<file path="config.mk">
export PLATFORM = sky130hd
export DESIGN_NAME = simd_lane_alu
export DESIGN_NICKNAME = d
export VERILOG_FILES = /design/src/rtl/simd_pkg.sv /design/src/rtl/simd_addsub.sv /design/src/rtl/simd_lane_cmp.sv /design/src/rtl/simd_lane_alu.sv
export SDC_FILE = /design/constraint.sdc
export NUM_CORES = 1
export LEC_CHECK = 0
export BUFFER_PORTS_ARGS = -buffer_cell sky130_fd_sc_hd__buf_2
export CORE_MARGIN = 5
export CORE_UTILIZATION = 61
export CTS_CLUSTER_SIZE = 24
export DETAILED_ROUTE_END_ITERATION = 10
export GPL_TIMING_DRIVEN = 0
export PLACE_DENSITY = 0.95
export SLEW_MARGIN = 25
export SYNTH_ARGS = -nofsm -noshare
export SYNTH_HDL_FRONTEND = slang
export SYNTH_SLANG_ARGS = --single-unit
</file>
<file path="constraint.sdc">
create_clock -name clk -period 13.1 [get_ports clk]
set_input_delay 2.62 -clock clk [delete_from_list [all_inputs] [get_ports clk]]
set_output_delay 2.62 -clock clk [all_outputs]
set_load 0.05 [all_outputs]
</file>
<file path="src/rtl/simd_pkg.sv">
package simd_pkg;
  localparam int WORD_W = 32;
  localparam int SEG_W  = 8;

  typedef enum logic [3:0] {
    OP_AND  = 4'd0,
    OP_OR   = 4'd1,
    OP_XOR  = 4'd2,
    OP_ADD  = 4'd3,
    OP_SUB  = 4'd4,
    OP_EQ   = 4'd5,
    OP_GT   = 4'd6,
    OP_MAX  = 4'd7,
    OP_ABSD = 4'd8
  } simd_op_e;

  typedef enum logic [1:0] {
    LN_8     = 2'd0,
    LN_16    = 2'd1,
    LN_32    = 2'd2,
    LN_GUARD = 2'd3
  } simd_lane_e;
endpackage

</file>
<file path="src/rtl/simd_addsub.sv">
module simd_addsub
  import simd_pkg::*;
#(
  parameter int W  = WORD_W,
  parameter int SW = SEG_W
) (
  input  logic [W-1:0] a,
  input  logic [W-1:0] b,
  input  logic         sub,
  input  logic [1:0]   lane,
  output logic [W-1:0] y
);
  localparam int NSEG = W / SW;

  logic [W-1:0]  guard_bits;
  logic [W-1:0]  opa, opb, opb_x, sum;
  logic [NSEG:0] carry;
  logic          guard;

  assign guard = (lane == LN_GUARD);

  // one guard bit at the top of every segment
  for (genvar g = 0; g < NSEG; g++) begin : g_mask
    assign guard_bits[g*SW +: SW] = {1'b1, {(SW-1){1'b0}}};
  end

  assign opa   = (guard && sub) ? (a | guard_bits) : a;
  assign opb   = (guard && sub) ? (b & ~guard_bits) : b;
  assign opb_x = sub ? ~opb : opb;
  assign carry[0] = sub;

  for (genvar s = 0; s < NSEG; s++) begin : g_seg
    logic          cut, cin;
    logic [SW:0]   part;
    if (s == 0) begin : g_first
      assign cut = 1'b1;
    end else begin : g_rest
      assign cut = (lane == LN_8) || ((lane == LN_16) && (s % 2 == 0));
    end
    assign cin  = cut ? sub : carry[s];
    assign part = {1'b0, opa[s*SW +: SW]} + {1'b0, opb_x[s*SW +: SW]} + {{SW{1'b0}}, cin};
    assign sum[s*SW +: SW] = part[SW-1:0];
    assign carry[s+1]      = part[SW];
  end

  assign y = guard ? (sum & ~guard_bits) : sum;
endmodule

</file>
<file path="src/rtl/simd_lane_cmp.sv">
module simd_lane_cmp
  import simd_pkg::*;
#(
  parameter int W  = WORD_W,
  parameter int LW = SEG_W
) (
  input  logic [W-1:0] a,
  input  logic [W-1:0] b,
  output logic [W-1:0] eq_m,
  output logic [W-1:0] gt_m
);
  localparam int NL = W / LW;

  for (genvar l = 0; l < NL; l++) begin : g_lane
    logic hit_eq, hit_gt;
    assign hit_eq = (a[l*LW +: LW] == b[l*LW +: LW]);
    assign hit_gt = (a[l*LW +: LW] >  b[l*LW +: LW]);
    assign eq_m[l*LW +: LW] = {LW{hit_eq}};
    assign gt_m[l*LW +: LW] = {LW{hit_gt}};
  end
endmodule

</file>
<file path="src/rtl/simd_lane_alu.sv">
module simd_lane_alu
  import simd_pkg::*;
#(
  parameter int W  = WORD_W,
  parameter int SW = SEG_W
) (
  input  logic         clk,
  input  logic         rst_n,
  input  logic         in_valid,
  output logic         in_ready,
  input  logic [W-1:0] in_a,
  input  logic [W-1:0] in_b,
  input  logic [3:0]   in_op,
  input  logic [1:0]   in_lane,
  output logic         out_valid,
  input  logic         out_ready,
  output logic [W-1:0] out_data,
  output logic         out_err
);
  localparam int NSEG = W / SW;
  localparam int NW   = 4;

  logic [W-1:0] as_y;
  logic [W-1:0] eq_w [NW];
  logic [W-1:0] gt_w [NW];
  logic [W-1:0] absd8;
  logic [W-1:0] res;
  logic         err;

  simd_addsub #(.W(W), .SW(SW)) u_addsub (
    .a    (in_a),
    .b    (in_b),
    .sub  (in_op == OP_SUB),
    .lane (in_lane),
    .y    (as_y)
  );

  // compare banks for 8/16/32-bit lanes; slot 3 (guard) has none
  for (genvar g = 0; g < NW; g++) begin : g_cmp
    if (g < 3) begin : g_bank
      simd_lane_cmp #(.W(W), .LW(SW << g)) u_cmp (
        .a    (in_a),
        .b    (in_b),
        .eq_m (eq_w[g]),
        .gt_m (gt_w[g])
      );
    end else begin : g_none
      assign eq_w[g] = '0;
      assign gt_w[g] = '0;
    end
  end

  for (genvar s = 0; s < NSEG; s++) begin : g_absd
    logic [SW-1:0] xa, xb;
    assign xa = in_a[s*SW +: SW];
    assign xb = in_b[s*SW +: SW];
    assign absd8[s*SW +: SW] = gt_w[0][s*SW] ? (xa - xb) : (xb - xa);
  end

  always_comb begin
    res = '0;
    err = 1'b0;
    case (in_op)
      OP_AND: res = in_a & in_b;
      OP_OR:  res = in_a | in_b;
      OP_XOR: res = in_a ^ in_b;
      OP_ADD, OP_SUB: res = as_y;
      OP_EQ, OP_GT: begin
        if (in_lane == LN_GUARD) err = 1'b1;
        else res = (in_op == OP_EQ) ? eq_w[in_lane] : gt_w[in_lane];
      end
      OP_MAX: begin
        if (in_lane == LN_8 || in_lane == LN_16)
          res = (gt_w[in_lane] & in_a) | (~gt_w[in_lane] & in_b);
        else err = 1'b1;
      end
      OP_ABSD: begin
        if (in_lane == LN_8) res = absd8;
        else err = 1'b1;
      end
      default: err = 1'b1;
    endcase
  end

  assign in_ready = !out_valid || out_ready;

  always_ff @(posedge clk) begin
    if (!rst_n) begin
      out_valid <= 1'b0;
      out_data  <= '0;
      out_err   <= 1'b0;
    end else if (in_ready) begin
      out_valid <= in_valid;
      if (in_valid) begin
        out_data <= res;
        out_err  <= err;
      end
    end
  end
endmodule

</file>
Word-level counts from Yosys, hierarchy flattened
Cells that the tools add are included.

word-level totals
  bits in registers = 34
  input port bits = 74
  output and inout port bits = 35
  word-level logic and storage cells = 89

cells by class
  add/sub/neg operators = 16
  order comparisons = 8
  equal/unequal tests = 17
  mux-type cells = 26
  bitwise operators = 9
  reduce and logical (&&, ||, !) cells = 10

operators by type and width
  operator            number
  $mux 32             12
  $pmux 32 s7         1
  $bmux 32 s2         2
  $and 32x32->32      3
  $not 32->32         2
  $or 32x32->32       2
  $sub 8x8->8         8
  $eq 16x16->1        2
  $eq 32x32->1        1
  $eq 8x8->1          4
  $gt 16x16->1        2
  $gt 32x32->1        1
  $gt 8x8->1          4
  $mux 8              4
  $xor 32x32->32      1
  $add 8x8->9         3
  $add 9x1->9         3
  $eq 4x3->1 const B  4
  $add 8x1->8         1
  $add 8x8->8         1
  $eq 4x2->1 const B  2
  $mux 1              6
  $reduce_or 5->1     1
  $eq 4x1->1 const B  1
  13 further kinds    15

Longest topological paths before layout
  depth in word-level cells = 15
  mapped depth = 43
  depth with buffers taken out = 41

Modules after synthesis
From an unflattened synthesis, not the netlist that was laid out.

second synthesis, totals
  cells, all modules = 1728
  area, all modules = 13241.4 um^2

by module, submodules not included
  module                                  times used  cells an instance  area an instance (um^2)  seq. area each (um^2)
  simd_lane_alu                           1           989                7622.3                   680.7
  simd_addsub                             1           214                1656.6                   0.0
  simd_lane_cmp at g_cmp[0].g_bank.u_cmp  1           176                1348.8                   0.0
  simd_lane_cmp at g_cmp[2].g_bank.u_cmp  1           174                1311.3                   0.0
  simd_lane_cmp at g_cmp[1].g_bank.u_cmp  1           175                1302.5                   0.0

Worst setup path before layout
Ideal clock, no wire load.

  path kind = in2reg
  from = input in_op[2]
  to = register out_data[31]
  library setup time = 0.081 ns
  arrival = 10.933 ns
  data required time = 13.019 ns
  path slack = 2.087 ns
  stages = 42
  path buffers = 3
  cells stage by stage = clkbuf_1 > nor4b_1 > clkbuf_1 > buf_1 > xnor2_1 > ha_1 > nor2b_1 > o21ai_0 > nand2b_1 > a21o_1 > a21o_1 > a21o_1 > a211oi_1 > nor2_1 > fa_1 > fa_1 > a21oi_1 > nor2b_1 > [6 not listed] > fa_1 > fa_1 > a21o_1 > a21oi_1 > o21ai_0 > a21o_1 > a211oi_1 > nor2_1 > fa_1 > a21o_1 > a21oi_1 > nor2b_1 > o21a_1 > o21a_1 > o21a_1 > o21ai_0 > or3b_2 > a41oi_1

on the way
  word-level cells in the longest chain between the ends = 15
  elaborated cells between the ends (all ways) = 31
  those cells by class = add/sub (8); eq/ne (8); mux (10); bitwise (1); reduce/logical (4)

ends and longest elaborated chain
  element                 line                                      text
  start: declaration      simd_lane_alu.sv:13                       input logic [3:0] in_op,
  $eq 4x3->1              simd_lane_alu.sv:33, simd_lane_alu.sv:63
  $logic_and 1x1->1       simd_addsub.sv:27, simd_addsub.sv:28
  $mux 32                 simd_addsub.sv:28                         assign opb = (guard && sub) ? (b & ~guard_bits) : b;
  $not 32->32             simd_addsub.sv:29                         assign opb_x = sub ? ~opb : opb;
  $mux 32                 simd_addsub.sv:29
  $add 8x8->9             simd_addsub.sv:41                         assign part = {1'b0, opa[s*SW +: SW]} + {1'b0, opb_x[s*SW +: SW]} + {{SW{1'b0}}, cin};
  $add 9x1->9             simd_addsub.sv:41
  $mux 1                  simd_addsub.sv:40                         assign cin = cut ? sub : carry[s];
  $add 9x1->9             simd_addsub.sv:41
  $mux 1                  simd_addsub.sv:40
  $add 9x1->9             simd_addsub.sv:41
  $mux 1                  simd_addsub.sv:40
  $add 8x1->8             simd_addsub.sv:41
  $mux 32                 simd_addsub.sv:46                         assign y = guard ? (sum & ~guard_bits) : sum;
  $pmux 32 s7 *           simd_lane_alu.sv:63                       case (in_op)
  end signal: assignment  simd_lane_alu.sv:95                       out_data <= res;
  end: declaration        simd_lane_alu.sv:17                       output logic [W-1:0] out_data,

Mark *: on every way between the ends. The rest lies on a longest branch, timed or not.
A chain may end at the register's enable or synchronous reset.

Worst setup path in the final report
  from = input in_op[2]
  to = register out_data[30]

Same word-level chain as after synthesis.

==> out/results.md <==
• **switching power total** 0.0002707 W
• **leakage component of the power** 4.269 nW
• **max_slew headroom** 29.48%
• **total via count in the routed design** 9093
• **max capacitance violation total** 0
• **Inserted Clock Buffers** 5
• **relative contribution of the clock network to total power** 20.7%
• **largest net degree at the start of global routing** 11
• **first-iteration detailed-routing DRC count** 1149
• **category of the most critical setup path** input pin to register
• **die width** 126.2 um
• **via/cell ratio** 6.726
• **path class of the lowest-slack min-delay path** register to register
• **maximum clock frequency** 79.58 MHz
• **number of buffers between clock root and the deepest sink** 2
• **number of setup buffers added after CTS** 0
• **number of global-route vias before repair** 8715
• **area leader, netlist** sky130_fd_sc_hd__ha_1
• **synthesized area per cell** 7.739 um^2
• **transition time at the pin with the least slew margin** 1.053 ns
• **total number of nets in the final design** 1416
• **power density of the placed cells** 63.87 nW/um^2
• **biggest area contributors in the synthesized netlist** sky130_fd_sc_hd__ha_1 (23%), sky130_fd_sc_hd__dfxtp_1 (8.3%), sky130_fd_sc_hd__xnor2_1 (5.7%)
• **WL per Instance** 20.95 um
• **arrival time at the worst endpoint** 12.75 ns
• **warnings from Yosys** 0
• **number of failing setup endpoints in the final timing report** 0
• **slowest cell on the critical path** sky130_fd_sc_hd__fa_1
• **startpoint class of the critical path** input pin
• **Combinational Power Share** 60.6%
• **final worst clock skew** 0.001050 ns
• **GP Congestion** 1.060
• **number of flops mapped to enable cells by yosys** 0
• **violations in the final reports** design-rule violations
• **status** finished with violations
• **floorplan core area** 13240 um^2
• **Area growth syn-to-layout** 10.83%
• **Post-CTS Hold Fix Bufs** 0
• **core occupancy in the finished layout** 68.92%
• **most frequent standard cell in the layout excluding fill and tap cells** sky130_fd_sc_hd__ha_1
• **global-route wire length before repair** 44.06 mm
• **RSZ-0062 raised after global routing** no
• **Antenna Violating Nets Remaining** 0
• **fraction of final layout cells with drive strength greater than 1** 14.03%
• **number of gates resized after cts** 0
• **highest net fanout along the worst path** 10
• **count of antenna diodes in the layout** 0
• **maximum single-stage delay on the critical path** 0.50 ns
• **leading cell types in the layout, fill and taps excluded** sky130_fd_sc_hd__ha_1 (151), sky130_fd_sc_hd__nand2_1 (118), sky130_fd_sc_hd__buf_2 (114), sky130_fd_sc_hd__inv_1 (91), sky130_fd_sc_hd__a21oi_1 (72)
• **Root Buffer** sky130_fd_sc_hd__clkbuf_16
• **DRC** 1
• **number of H-tree levels** 2
• **fill cell total of the finished layout** 1072
• **Pins Over Slew Limit** 0
• **Netlist cell types** 76
• **Synth top area share** 22.94%
• **drt pass-1 iters** 9
• **total routing usage reported by global routing** 33.86%
• **portion of the post-synthesis area used by sequential elements** 8.266%
• **I/O pin cnt** 109
• **Switching Share** 46.45%
• **P_int** 0.0003121 W
• **overall power after layout** 0.0005829 W
• **IO Port Bufs** 105
• **total number of clock tree sinks** 34
• **predominant post-synthesis flop cell** sky130_fd_sc_hd__dfxtp_1
• **required time at the worst-slack endpoint** 13.28 ns
• **kind of end point of the critical path** register
• **Post-DP HPWL** 21.70 mm
• **final count of hold timing violations** 0
• **post-synthesis instance total** 1064
• **worst skew pair latency** 0.29 ns
• **cell row count** 42
• **Worst-path clk slew** 0.06 ns
• **CTS tree** built
• **synthesis-stage register bit count** 34
• **antenna violations before repair** 2
• **initial core utilization** 62.18%
• **total negative setup slack** 0 ns
• **die area** 15920 um^2
• **min Tclk post-route** 12.57 ns
• **GR Overflow Total** 0
• **synthesized net count** 1304
• **Chip Height** 126.2 um
• **share of the clock period used by the worst path after layout** 95.93%
• **highest ir drop seen on vdd** 0.00004493 V
• **overall routed net length** 28.33 mm
• **total standard cell area after synthesis** 8234 um^2
• **relative contribution of sequential cells to total power** 18.7%
• **post-synthesis async set-or-reset flop share** 0%
• **cell repeated most along the worst path** sky130_fd_sc_hd__fa_1
synthesized netlist by cell type (15+ instances only):
cell                        count
sky130_fd_sc_hd__a211oi_1      15
sky130_fd_sc_hd__a21o_1        15
sky130_fd_sc_hd__a21oi_1       72
sky130_fd_sc_hd__a221oi_1      30
sky130_fd_sc_hd__and3_1        16
sky130_fd_sc_hd__clkbuf_1      34
sky130_fd_sc_hd__dfxtp_1       34
sky130_fd_sc_hd__fa_1          15
sky130_fd_sc_hd__ha_1         151
sky130_fd_sc_hd__inv_1         91
sky130_fd_sc_hd__mux2i_1       39
sky130_fd_sc_hd__nand2_1      118
sky130_fd_sc_hd__nor2_1        55
sky130_fd_sc_hd__nor3_1        27
sky130_fd_sc_hd__o2111ai_1     18
sky130_fd_sc_hd__o211ai_1      20
sky130_fd_sc_hd__o21ai_0       48
sky130_fd_sc_hd__xnor2_1       54
sky130_fd_sc_hd__xor2_1        16
worst max-delay path, delay by kind of cell:
family	cells	cell delay, ns
AO/OA/AOI/OAI	21	4.62
XOR/XNOR	2	0.26
adder cells (fa/ha/maj)	7	2.97
buffers and inverters	3	1.00
AND/OR/NAND/NOR	10	1.25
power by group through the flow:
stage	Clock (W)	Combinational [W]	Sequential, W
5_1_grt	0.000123	0.000381	0.000109
3_5_place_dp	0	0.000340	0.000111
2_1_floorplan	0	0.000237	0.000122
6_report	0.000121	0.000353	0.000109
4_1_cts	0.000118	0.000342	0.000109
3_3_place_gp	0	0.000328	0.000111
final cells by class:
class	count	area (um^2)	share of cell area, %
well taps	176	220.2	2.413
plain buffers	50	224.0	2.454
inverters	92	345.3	3.784
flip-flops and latches	34	680.7	7.458
clock buffers	5	125.1	1.371
clock inverters	2	10.01	0.1097
multi-input cells	888	6995	76.65
repair buffers	105	525.5	5.758
through the flow:
stage	cells	hold WS [ns]	worst slack, ns	cell area, um^2
6_report	1352	0.4877	0.5337	9126
5_1_grt	1352	0.5220	0.04126	9126
4_1_cts	1352	0.4951	0.1137	9115
3_5_place_dp	1345	0.4768	-0.1204	8980
3_3_place_gp	1345	0.4722	0.1050	8980
2_1_floorplan	1064	0.6918	2.087	8234
cell families after synthesis:
logic type / count (synthesis) / share of synthesized area (%)
compound gates: 314 / 27.90
fa+ha+maj: 166 / 26.59
buf+inv: 142 / 6.838
mux: 44 / 5.470
simple gates: 294 / 17.49
xor+xnor: 70 / 7.446
flops: 34 / 8.266
worst paths after layout:
kind,startpoint,endpoint,slack [ns],cells past startpoint
hold reg to reg,out_data[29],out_data[29],0.49,1
hold / removal,out_data[29],out_data[29],0.49,1
setup reg to reg,out_valid,out_data[28],10.81,9
setup / recovery,in_op[2],out_data[30],0.53,43
routing by layer:
metal / routed length (um) / part of all wire, % / global-route usage [%] / up-vias
met4: 2096 / 7.4 / 21.39 / 4
met1: 10360 / 37 / 41.82 / 4062
met5: 27 / 0.095 / 0 / -
met2: 12090 / 43 / 52.83 / 735
li1: - / - / - / 4072
met3: 3754 / 13 / 8.129 / 220
registers in the layout, summed over array words and instances (netlist names):
| signal | count |
|---|---|
| out_data | 32 |
| out_valid | 1 |
| out_err | 1 |
No activity file was read; power rests on OpenSTA's default activity.
